`config.mk`:
```
export PLATFORM = sky130hd
export DESIGN_NAME = stream_prefetch_engine
export DESIGN_NICKNAME = d
export VERILOG_FILES = /design/src/rtl/spe_pkg.sv /design/src/rtl/spe_cand_table.sv /design/src/rtl/spe_stream_table.sv /design/src/rtl/spe_req_fsm.sv /design/src/rtl/stream_prefetch_engine.sv
export SDC_FILE = /design/constraint.sdc
export NUM_CORES = 2
export LEC_CHECK = 0
export BUFFER_PORTS_ARGS = -buffer_cell sky130_fd_sc_hd__buf_2
export CORE_ASPECT_RATIO = 1.75
export CORE_MARGIN = 4
export CORE_UTILIZATION = 40
export DETAILED_ROUTE_END_ITERATION = 16
export PLACE_DENSITY = 0.58
export REMOVE_ABC_BUFFERS = 1
export SLEW_MARGIN = 20
export SYNTH_ARGS = -nofsm -noshare
export SYNTH_HDL_FRONTEND = slang
export SYNTH_HIERARCHICAL = 1
export SYNTH_SLANG_ARGS = --single-unit
```
`constraint.sdc`:
```
create_clock -name clk -period 20.3 [get_ports clk]
set_clock_uncertainty 0.05 [all_clocks]
set_input_delay 1.015 -clock clk [delete_from_list [all_inputs] [get_ports clk]]
set_output_delay 1.015 -clock clk [all_outputs]
set_load 0.05 [all_outputs]
```
`src/rtl/spe_pkg.sv`:
```
package spe_pkg;

    typedef enum logic {
        REQ_IDLE,
        REQ_HOLD
    } req_state_e;

    typedef enum logic [1:0] {
        ACT_NONE,
        ACT_RECORD,
        ACT_CREATE,
        ACT_ADVANCE
    } miss_act_e;

endpackage

```
`src/rtl/spe_cand_table.sv`:
```
module spe_cand_table #(
    parameter int NUM_CAND = 8,
    parameter int LINE_W   = 25,
    localparam int CIDX_W  = $clog2(NUM_CAND)
) (
    input  logic              clk,
    input  logic              rst,
    input  logic [LINE_W-1:0] look_line,
    output logic              up_hit,
    output logic [CIDX_W-1:0] up_idx,
    output logic              dn_hit,
    output logic [CIDX_W-1:0] dn_idx,
    input  logic              ins_en,
    input  logic [LINE_W-1:0] ins_line,
    input  logic              clr_en,
    input  logic [CIDX_W-1:0] clr_idx
);

    logic [LINE_W-1:0]   line_q [NUM_CAND];
    logic [NUM_CAND-1:0] vld_q;
    logic [CIDX_W-1:0]   ptr_q;

    logic [LINE_W-1:0] below_line;
    logic [LINE_W-1:0] above_line;

    assign below_line = look_line - LINE_W'(1);
    assign above_line = look_line + LINE_W'(1);

    // lookup: lowest index wins for each direction
    always_comb begin
        up_hit = 1'b0;
        up_idx = '0;
        dn_hit = 1'b0;
        dn_idx = '0;
        for (int i = 0; i < NUM_CAND; i++) begin
            if (!up_hit && vld_q[i] && (line_q[i] == below_line)) begin
                up_hit = 1'b1;
                up_idx = CIDX_W'(i);
            end
            if (!dn_hit && vld_q[i] && (line_q[i] == above_line)) begin
                dn_hit = 1'b1;
                dn_idx = CIDX_W'(i);
            end
        end
    end

    always_ff @(posedge clk) begin
        if (rst) begin
            vld_q <= '0;
            ptr_q <= '0;
        end else begin
            if (clr_en) begin
                vld_q[clr_idx] <= 1'b0;
            end
            if (ins_en) begin
                vld_q[ptr_q] <= 1'b1;
                ptr_q <= (ptr_q == CIDX_W'(NUM_CAND - 1)) ? '0 : ptr_q + CIDX_W'(1);
            end
        end
    end

    always_ff @(posedge clk) begin
        if (ins_en) begin
            line_q[ptr_q] <= ins_line;
        end
    end

    // a recorded line lands in the ring slot the pointer named
    assert_record_lands_R13: assert property (@(posedge clk) disable iff (rst)
        ins_en |=> (vld_q[$past(ptr_q)] && (line_q[$past(ptr_q)] == $past(ins_line))));

endmodule

```
`src/rtl/spe_stream_table.sv`:
```
module spe_stream_table #(
    parameter int NUM_STREAMS = 8,
    parameter int LINE_W      = 25,
    localparam int SIDX_W     = $clog2(NUM_STREAMS)
) (
    input  logic                   clk,
    input  logic                   rst,
    input  logic [LINE_W-1:0]      look_line,
    output logic                   hit,
    output logic [SIDX_W-1:0]      hit_idx,
    output logic                   hit_desc,
    output logic                   dup,
    input  logic                   adv_en,
    input  logic [SIDX_W-1:0]      adv_idx,
    input  logic                   adv_kill,
    input  logic [LINE_W-1:0]      adv_next,
    input  logic                   alloc_en,
    input  logic [LINE_W-1:0]      alloc_next,
    input  logic                   alloc_desc,
    output logic [SIDX_W-1:0]      alloc_idx,
    output logic [NUM_STREAMS-1:0] valid_o,
    output logic [NUM_STREAMS-1:0] desc_o
);

    localparam logic [SIDX_W-1:0] RANK_TOP = SIDX_W'(NUM_STREAMS - 1);

    logic [LINE_W-1:0]      next_q [NUM_STREAMS];
    logic [SIDX_W-1:0]      rank_q [NUM_STREAMS];
    logic [NUM_STREAMS-1:0] vld_q;
    logic [NUM_STREAMS-1:0] desc_q;

    logic [NUM_STREAMS-1:0] rank_zero;
    logic                   free_found;
    logic [SIDX_W-1:0]      free_idx;
    logic [SIDX_W-1:0]      victim_idx;
    logic                   touch_en;
    logic [SIDX_W-1:0]      touch_idx;

    // expected-line match and repeat-of-last-line detection
    always_comb begin
        hit      = 1'b0;
        hit_idx  = '0;
        hit_desc = 1'b0;
        dup      = 1'b0;
        for (int i = 0; i < NUM_STREAMS; i++) begin
            if (!hit && vld_q[i] && (next_q[i] == look_line)) begin
                hit      = 1'b1;
                hit_idx  = SIDX_W'(i);
                hit_desc = desc_q[i];
            end
            if (vld_q[i] && (look_line == (desc_q[i] ? next_q[i] + LINE_W'(1)
                                                      : next_q[i] - LINE_W'(1)))) begin
                dup = 1'b1;
            end
        end
    end

    // slot choice: lowest free slot, else the least recently touched
    always_comb begin
        free_found = 1'b0;
        free_idx   = '0;
        victim_idx = '0;
        rank_zero  = '0;
        for (int i = 0; i < NUM_STREAMS; i++) begin
            rank_zero[i] = (rank_q[i] == '0);
            if (!free_found && !vld_q[i]) begin
                free_found = 1'b1;
                free_idx   = SIDX_W'(i);
            end
            if (rank_q[i] == '0) begin
                victim_idx = SIDX_W'(i);
            end
        end
        alloc_idx = free_found ? free_idx : victim_idx;
    end

    assign touch_en  = alloc_en || (adv_en && !adv_kill);
    assign touch_idx = alloc_en ? alloc_idx : adv_idx;

    // recency ranks: a permutation, top rank = most recently touched
    always_ff @(posedge clk) begin
        if (rst) begin
            for (int i = 0; i < NUM_STREAMS; i++) begin
                rank_q[i] <= SIDX_W'(i);
            end
        end else if (touch_en) begin
            for (int i = 0; i < NUM_STREAMS; i++) begin
                if (SIDX_W'(i) == touch_idx) begin
                    rank_q[i] <= RANK_TOP;
                end else if (rank_q[i] > rank_q[touch_idx]) begin
                    rank_q[i] <= rank_q[i] - SIDX_W'(1);
                end
            end
        end
    end

    always_ff @(posedge clk) begin
        if (rst) begin
            vld_q <= '0;
        end else if (alloc_en) begin
            vld_q[alloc_idx] <= 1'b1;
        end else if (adv_en && adv_kill) begin
            vld_q[adv_idx] <= 1'b0;
        end
    end

    always_ff @(posedge clk) begin
        if (alloc_en) begin
            next_q[alloc_idx] <= alloc_next;
            desc_q[alloc_idx] <= alloc_desc;
        end else if (adv_en && !adv_kill) begin
            next_q[adv_idx] <= adv_next;
        end
    end

    assign valid_o = vld_q;
    assign desc_o  = desc_q & vld_q;

    // exactly one slot holds the lowest recency rank
    assert_single_victim_R11: assert property (@(posedge clk) disable iff (rst)
        $countones(rank_zero) == 1);

    // a new stream goes into a free slot while one exists
    assert_free_first_R10: assert property (@(posedge clk) disable iff (rst)
        (alloc_en && !(&vld_q)) |-> !vld_q[alloc_idx]);

    // the chosen slot is live after creation
    assert_alloc_live_R10: assert property (@(posedge clk) disable iff (rst)
        alloc_en |=> vld_q[$past(alloc_idx)]);

    // a stream stopped at a page edge gives up its slot
    assert_edge_frees_R7: assert property (@(posedge clk) disable iff (rst)
        (adv_en && adv_kill) |=> !vld_q[$past(adv_idx)]);

endmodule

```
`src/rtl/spe_req_fsm.sv`:
```
module spe_req_fsm
    import spe_pkg::*;
#(
    parameter int ADDR_W    = 32,
    parameter int LINE_BITS = 7,
    localparam int LINE_W   = ADDR_W - LINE_BITS
) (
    input  logic              clk,
    input  logic              rst,
    input  logic              issue_en,
    input  logic [LINE_W-1:0] issue_line,
    input  logic              pf_ready,
    output logic              pf_valid,
    output logic [ADDR_W-1:0] pf_addr
);

    req_state_e state_q;
    req_state_e state_d;
    logic       load_addr;

    always_comb begin
        state_d   = state_q;
        load_addr = 1'b0;
        unique case (state_q)
            REQ_IDLE: begin
                if (issue_en) begin
                    state_d   = REQ_HOLD;
                    load_addr = 1'b1;
                end
            end
            REQ_HOLD: begin
                if (pf_ready) begin
                    if (issue_en) begin
                        state_d   = REQ_HOLD;
                        load_addr = 1'b1;
                    end else begin
                        state_d = REQ_IDLE;
                    end
                end
            end
            default: state_d = REQ_IDLE;
        endcase
    end

    always_ff @(posedge clk) begin
        if (rst) begin
            state_q <= REQ_IDLE;
        end else begin
            state_q <= state_d;
        end
    end

    always_comb begin
        pf_valid = (state_q == REQ_HOLD);
    end

    always_ff @(posedge clk) begin
        if (rst) begin
            pf_addr <= '0;
        end else if (load_addr) begin
            pf_addr <= {issue_line, LINE_BITS'(0)};
        end
    end

    // a stalled request keeps its address until taken
    assert_hold_stable_R6: assert property (@(posedge clk) disable iff (rst)
        (pf_valid && !pf_ready) |=> (pf_valid && $stable(pf_addr)));

endmodule

```
`src/rtl/stream_prefetch_engine.sv`:
```
module stream_prefetch_engine
    import spe_pkg::*;
#(
    parameter int ADDR_W          = 32,
    parameter int LINE_BITS       = 7,
    parameter int NUM_STREAMS     = 8,
    parameter int NUM_CAND        = 8,
    parameter int SMALL_PAGE_BITS = 12,
    parameter int LARGE_PAGE_BITS = 24
) (
    input  logic                   clk,
    input  logic                   rst,
    input  logic                   large_page,
    input  logic                   acc_valid,
    input  logic                   acc_is_load,
    input  logic [ADDR_W-1:0]      acc_addr,
    input  logic                   pf_ready,
    output logic                   pf_valid,
    output logic [ADDR_W-1:0]      pf_addr,
    output logic [NUM_STREAMS-1:0] stream_valid,
    output logic [NUM_STREAMS-1:0] stream_desc
);

    localparam int LINE_W   = ADDR_W - LINE_BITS;
    localparam int SIDX_W   = $clog2(NUM_STREAMS);
    localparam int CIDX_W   = $clog2(NUM_CAND);
    localparam int SMALL_SH = SMALL_PAGE_BITS - LINE_BITS;
    localparam int LARGE_SH = LARGE_PAGE_BITS - LINE_BITS;

    logic [LINE_W-1:0] acc_line;
    logic [LINE_W-1:0] page_mask;
    logic              is_ld;

    logic              st_hit;
    logic [SIDX_W-1:0] st_hit_idx;
    logic              st_hit_desc;
    logic              st_dup;
    logic [SIDX_W-1:0] st_alloc_idx;

    logic              c_up_hit;
    logic [CIDX_W-1:0] c_up_idx;
    logic              c_dn_hit;
    logic [CIDX_W-1:0] c_dn_idx;

    miss_act_e         act;
    logic              step_desc;
    logic [LINE_W-1:0] step_line;
    logic              step_cross;
    logic              issue_en;

    assign acc_line  = acc_addr[ADDR_W-1:LINE_BITS];
    assign is_ld     = acc_valid && acc_is_load;
    assign page_mask = large_page ? ({LINE_W{1'b1}} << LARGE_SH)
                                  : ({LINE_W{1'b1}} << SMALL_SH);

    // direction of the step: the stream's own, or the pairing's
    assign step_desc  = st_hit ? st_hit_desc : !c_up_hit;
    assign step_line  = step_desc ? acc_line - LINE_W'(1) : acc_line + LINE_W'(1);
    assign step_cross = |((acc_line ^ step_line) & page_mask);

    always_comb begin
        act = ACT_NONE;
        if (is_ld) begin
            if (st_hit) begin
                act = ACT_ADVANCE;
            end else if (st_dup) begin
                act = ACT_NONE;
            end else if ((c_up_hit || c_dn_hit) && !step_cross) begin
                act = ACT_CREATE;
            end else begin
                act = ACT_RECORD;
            end
        end
    end

    assign issue_en = (act == ACT_CREATE) || ((act == ACT_ADVANCE) && !step_cross);

    spe_cand_table #(
        .NUM_CAND (NUM_CAND),
        .LINE_W   (LINE_W)
    ) u_cand (
        .clk       (clk),
        .rst       (rst),
        .look_line (acc_line),
        .up_hit    (c_up_hit),
        .up_idx    (c_up_idx),
        .dn_hit    (c_dn_hit),
        .dn_idx    (c_dn_idx),
        .ins_en    (act == ACT_RECORD),
        .ins_line  (acc_line),
        .clr_en    (act == ACT_CREATE),
        .clr_idx   (c_up_hit ? c_up_idx : c_dn_idx)
    );

    spe_stream_table #(
        .NUM_STREAMS (NUM_STREAMS),
        .LINE_W      (LINE_W)
    ) u_streams (
        .clk        (clk),
        .rst        (rst),
        .look_line  (acc_line),
        .hit        (st_hit),
        .hit_idx    (st_hit_idx),
        .hit_desc   (st_hit_desc),
        .dup        (st_dup),
        .adv_en     (act == ACT_ADVANCE),
        .adv_idx    (st_hit_idx),
        .adv_kill   (step_cross),
        .adv_next   (step_line),
        .alloc_en   (act == ACT_CREATE),
        .alloc_next (step_line),
        .alloc_desc (step_desc),
        .alloc_idx  (st_alloc_idx),
        .valid_o    (stream_valid),
        .desc_o     (stream_desc)
    );

    spe_req_fsm #(
        .ADDR_W    (ADDR_W),
        .LINE_BITS (LINE_BITS)
    ) u_req (
        .clk        (clk),
        .rst        (rst),
        .issue_en   (issue_en),
        .issue_line (step_line),
        .pf_ready   (pf_ready),
        .pf_valid   (pf_valid),
        .pf_addr    (pf_addr)
    );

    // a store leaves the stream status untouched
    assert_store_inert_R4: assert property (@(posedge clk) disable iff (rst)
        (acc_valid && !acc_is_load) |=> ($stable(stream_valid) && $stable(stream_desc)));

    // a load that pairs with a candidate inside one page yields a request
    assert_pair_requests_R2: assert property (@(posedge clk) disable iff (rst)
        (is_ld && !st_hit && !st_dup && (c_up_hit || c_dn_hit) && !step_cross)
        |=> pf_valid);

endmodule

```
== Word-level counts from Yosys, hierarchy flattened ==
Memory sizes are Yosys's and may differ from the RTL's.
Index checks and enable logic that the tools add are counted.

* Flip-flop bits (word level): 53
* Latch bits: 0
* Memory bits (writable): 424
* Bits in read-only memories: 0
* Bits of input ports: 38
* Output and inout bits: 49
* Logic and storage cells: 459
* Memories: 3

* Add/sub/neg operators: 27
* Multipliers: 0
* Div/mod/pow operators: 0
* Order comparisons: 16
* Equality and inequality tests: 43
* Shifts and indexed selects: 0
* Mux-type cells: 221
* Bitwise gates (word level): 26
* Reduce and logical (&&, ||, !) cells: 117

{| class="wikitable"
|+ Memory list
! name !! depth !! width !! rd ports !! clocked after Yosys merged registers in !! write ports !! line !! RTL
|-
| u_cand.line_q || 8 || 25 || 8 || 0 || 1 || spe_cand_table.sv:19 || <nowiki>logic [LINE_W-1:0] line_q [NUM_CAND];</nowiki>
|-
| u_streams.next_q || 8 || 25 || 8 || 0 || 1 || spe_stream_table.sv:27 || <nowiki>logic [LINE_W-1:0] next_q [NUM_STREAMS];</nowiki>
|-
| u_streams.rank_q || 8 || 3 || 9 || 0 || 8 || spe_stream_table.sv:28 || <nowiki>logic [SIDX_W-1:0] rank_q [NUM_STREAMS];</nowiki>
|}

{| class="wikitable"
|+ Operators with widths
! kind !! number
|-
| == test 25 bit || 32
|-
| two-way mux 25 bit || 10
|-
| adder 25 x 1 -> 25 bit, second input constant || 9
|-
| subtractor 25 x 1 -> 25 bit, second input constant || 9
|-
| two-way mux 1 bit || 143
|-
| two-way mux 3 bit || 41
|-
| logical AND 1 bit || 68
|-
| OR reduction 25 bit || 2
|-
| two-way mux 8 bit || 5
|-
| logical NOT 1 bit || 36
|-
| two-way mux 2 bit || 14
|-
| bitwise AND 25 bit || 1
|-
| XOR 25 bit || 1
|-
| bitwise AND 8 bit || 3
|-
| greater-than comparator 3 bit || 8
|-
| logical NOT 3 bit || 8
|-
| subtractor 3 x 1 -> 3 bit, second input constant || 8
|-
| two-way mux 17 bit || 1
|-
| < comparator 3 x 4 -> 1 bit, second input constant || 4
|-
| NOT 8 bit || 2
|-
| OR 1 bit || 16
|-
| OR 8 bit || 2
|-
| demux 1 bit (select 3 bit) || 4
|-
| == test 3 bit, first input constant || 4
|-
| other kinds (12) || 19
|}

== Longest topological paths before layout ==
An unclocked memory read counts as a cell.

* Word-level depth: 54
* Depth in mapped cells: 42
* Gate-level depth less buffers: 38

== Hierarchy ==
The synthesis kept the hierarchy.

{| class="wikitable"
|+ By module, submodules not included
! module !! times used !! cells each !! area an instance (sq um) !! sequential area each (sq um)
|-
| spe_stream_table || 1 || 2,718 || 24,522.3 || 7,126.8
|-
| spe_cand_table || 1 || 1,500 || 14,924.3 || 6,226.0
|-
| stream_prefetch_engine || 1 || 271 || 2,053.2 || 0.0
|-
| spe_req_fsm || 1 || 121 || 1,233.7 || 520.5
|}

== Worst setup path after synthesis ==
No wires, ideal clock.

* Kind: input -> register
* From: input port acc_addr[7]
* To: memory u_streams/rank_q[5][0] (netlist name), enable pin
* Library setup time: 0.308 ns
* Arrival: 13.264 ns
* Required time: 19.942 ns
* Slack: 6.678 ns
* Stages on the path: 34
* Path buffers: 6
* Cell sequence: buf_1 inv_1 ha_1 nor4b_1 buf_2 nand2_2 or3b_2 clkbuf_1 xor2_1 o211ai_1 a21oi_1 and4_1 nor3_1 or3b_1 clkbuf_1 o21ai_0 inv_1 fa_1 nand2b_1 a21o_1 a211o_1 a211oi_2 nor3_1 a2111o_1 a2111o_1 nor3_2 o2111ai_1 nor3_1 clkbuf_1 nand2_1 a21boi_0 clkbuf_1 nor4_1 or3_1

{| class="wikitable"
|+ RTL lines
! element !! line !! RTL
|-
| from (decl) || stream_prefetch_engine.sv:16 || <nowiki>input logic [ADDR_W-1:0] acc_addr,</nowiki>
|-
| to (decl) || spe_stream_table.sv:28 ||
|}

==> qor.txt <==
worst-case clock buffer depth: 3
Pre-Repair DR Iteration Count: 7
Fillers: 10.4k
critical path's slowest cell: nand4_1
synth warn: 6
vias: 37.9k
max-cap violation count: 0
Synth Area in Adders: 7.82%
Site Rows: 158
Post-CTS Setup Inserts: 0
Worst Setup Path Type: input port to flop
min Tclk post-route: 13.49 ns
Synth Area in Simple Gates: 17.2%
RSZ-0062 raised after global routing: no
fin crit share: 66.4%
worst-margin pin slew: 1.20 ns
final WL: 186000 µm
Leak: 16.0 nW
status: finished, final reports clean
# setup viols final: 0
max layer used: met4
worst min path class: flop to flop
Finished Core Util: 43.9%
final hold slack: 0.419 ns
crit start category: input port
Core ar.: 106000 µm²
slowest stage delay, CP: 1.03 ns
first-pass GRT wire length: 263000 µm
WL met1: 62900 µm
Final HPWL DP: 139000 µm
synthesized area: 42700 µm²
Top-Level Pins: 87
ratio of cells with drive above 1 in the final layout: 8.32%
crit path buf inv count: 7
H-tree Lvls: 2
Relative slew margins: 19.7%
Crit. End Element: flop
setup TNS: 0 ns
number of port buffers: 72
P per Cell Area: 52.5 nW/µm²
Finished Cell Area: 46600 µm²
Max FO, Critical Path: 40
top_reg_cell synth: edfxtp_1
Routed Antenna Nets: 0
GP Congestion: 1.02
grt ovf: 0
Initial Util: 40.3%
PostCTS Resize Cnt: 0
largest family of logic cells by synthesized area: XOR/XNOR gates
Seq/Total Area, Yosys: 32.5%
clk root buf: clkbuf_16
DR iter-0 viols: 3100
die height: 440 µm
Peak VDD IR: 0.0707 mV
metal2 WL: 91800 µm
vias in the first global route: 38.4k
CTS Buf Count: 50
Clock transition at path regs: 0.06 ns
most used cell, CP: buf_4
most frequent cells in the layout: xnor2_1 (578), edfxtp_1 (432), xor2_1 (336)
Residual DRC: 0
FMAX: 0.0741 GHz
Fin. Hold Viols: 0
via/cell ratio: 6.29
Syn Area/Cell: 9.27 µm²
Placed Area: 44900 µm²
Async SR Flop Fraction: 0%
CTS sink count: 477
CTS Hold Bufs: 0
largest net degree at the start of global routing: 73
Die W: 255 µm
post-synthesis instance total: 4610
Worst Path Required: 20.65 ns
Synth Area in XOR/XNOR: 19.5%
synth unique cells: 110
layout net count: 4935
commonest non-fill, non-tap cell in the layout: xnor2_1
Overall Global Routing Usage: 32.3%
post-synthesis mux area share: 2.71%
EDFF count, synth: 432
Layout area overhead: 8.95%
clock latency on the worst-skew pair: 0.66 ns
Synth Register Bits: 477
met3 WL: 9620 µm
CP top delay family: simple AND/OR/NAND/NOR gates
mean routed wirelength per cell: 30.9 µm
CTS tree: yes
full die area: 112000 µm²
arrival time worst endpoint: 13.83 ns
compound-cell area share of the yosys netlist: 17.1%
Slew Limit Fails: 0
antenna violations before repair: 2
==> power breakdown <==
group | internal, W | switching [W] | leakage [nW]
Sequential | 0.00108 | 0.00000467 | 4.27
Combinational | 0.000118 | 0.000283 | 10.9
Clock | 0.000517 | 0.000435 | 0.776
==> area by class of cell <==
| cell class | count | area, µm² | area share, % |
|---|---|---|---|
| flip-flops and latches | 477 | 13900 | 29.8 |
| diodes | 2 | 5.00 | 0.0107 |
| inverters | 123 | 462 | 0.992 |
| clock buffers | 60 | 1320 | 2.83 |
| multi-input cells | 3802 | 27700 | 59.4 |
| clock inverters | 30 | 303 | 0.650 |
| repair buffers | 182 | 1230 | 2.64 |
| well taps | 1360 | 1700 | 3.65 |
==> metal layers <==
layer / global-route usage (%) / up-vias
met5: 0 / -
met4: 29.7 / 0
met2: 57.0 / 1703
met1: 32.6 / 18300
li1: - / 17100
met3: 4.32 / 741
==> worst min-delay path: cells and delay by family (launching register included) <==
| kind | cells | cell delay, ns |
|---|---|---|
| mux | 1 | 0.06 |
| simple gates | 1 | 0.06 |
| flops | 1 | 0.31 |
==> final timing paths <==
check	to	slack, ns	from	depth (start not counted)
worst max-delay path	u_streams/rank_q[5][2]	6.81	acc_addr[13]	39
worst min-delay path	u_req/pf_addr[17]	0.42	u_req/pf_addr[17]	2
worst max register to register	u_streams/rank_q[5][2]	9.01	u_cand/line_q[7][5]	37
worst min register to register	u_req/pf_addr[17]	0.42	u_req/pf_addr[17]	2
==> metrics by stage <==
| stage | worst slack (ns) | total power (W) | cells |
|---|---|---|---|
| after floorplan | 5.40 | 0.00130 | 4402 |
| after global placement | 6.62 | 0.00150 | 5944 |
| after detailed placement | 6.58 | 0.00150 | 5944 |
| after CTS | 7.26 | 0.00245 | 6034 |
| after global routing | 6.66 | 0.00251 | 6034 |
| final | 6.81 | 0.00244 | 6036 |
==> cell families after synthesis <==
family,Yosys count
other,1
xor gates and xnor gates,932
DFF,477
AOI/OAI and AO/OA,1093
and+or+nand+nor,1405
buffers and inverters,337
muxes,103
adders and majority gates,262
==> cells in the mapped netlist, types with 13 or more instances <==
cell | n | area share (%)
buf_2 | 40 | 0.47
nor3_1 | 105 | 1.2
nor3b_1 | 18 | 0.32
and3_1 | 32 | 0.47
and4_1 | 16 | 0.33
o22ai_1 | 26 | 0.38
o211ai_1 | 33 | 0.58
o21bai_1 | 23 | 0.40
mux2_2 | 31 | 0.82
dfxtp_1 | 45 | 2.1
o31ai_1 | 17 | 0.30
o21a_1 | 46 | 0.81
o2111ai_1 | 42 | 0.86
a221oi_1 | 13 | 0.27
nor4_1 | 88 | 1.3
nand3_1 | 128 | 1.5
mux2i_1 | 65 | 1.5
nand2b_1 | 114 | 1.7
clkbuf_1 | 126 | 1.1
a2111oi_0 | 24 | 0.49
ha_1 | 252 | 7.4
a211oi_1 | 57 | 1.0
nand3b_1 | 19 | 0.33
or2_2 | 15 | 0.22
edfxtp_1 | 432 | 30
o221ai_1 | 20 | 0.41
a21oi_1 | 286 | 3.3
nor2b_1 | 50 | 0.73
or3_1 | 23 | 0.34
inv_1 | 122 | 1.1
nand2_1 | 300 | 2.6
nand4_1 | 128 | 1.9
and2_1 | 24 | 0.35
buf_1 | 36 | 0.32
o21ai_0 | 197 | 2.3
a21o_1 | 77 | 1.4
or4_1 | 18 | 0.32
a31oi_1 | 52 | 0.76
xor2_1 | 336 | 6.9
nor2_1 | 280 | 2.5
xnor2_1 | 584 | 12
==> state kept, by name, summed over array words and instances, names as in the netlist <==
register	cells
u_streams/rank_q	24
u_cand/ptr_q	3
u_streams/valid_o	8
u_req/pf_addr	25
u_req/pf_valid	1
u_streams/desc_q	8
u_cand/line_q	200
u_cand/vld_q	8
u_streams/next_q	200
Power figures use the tool's default switching activity.
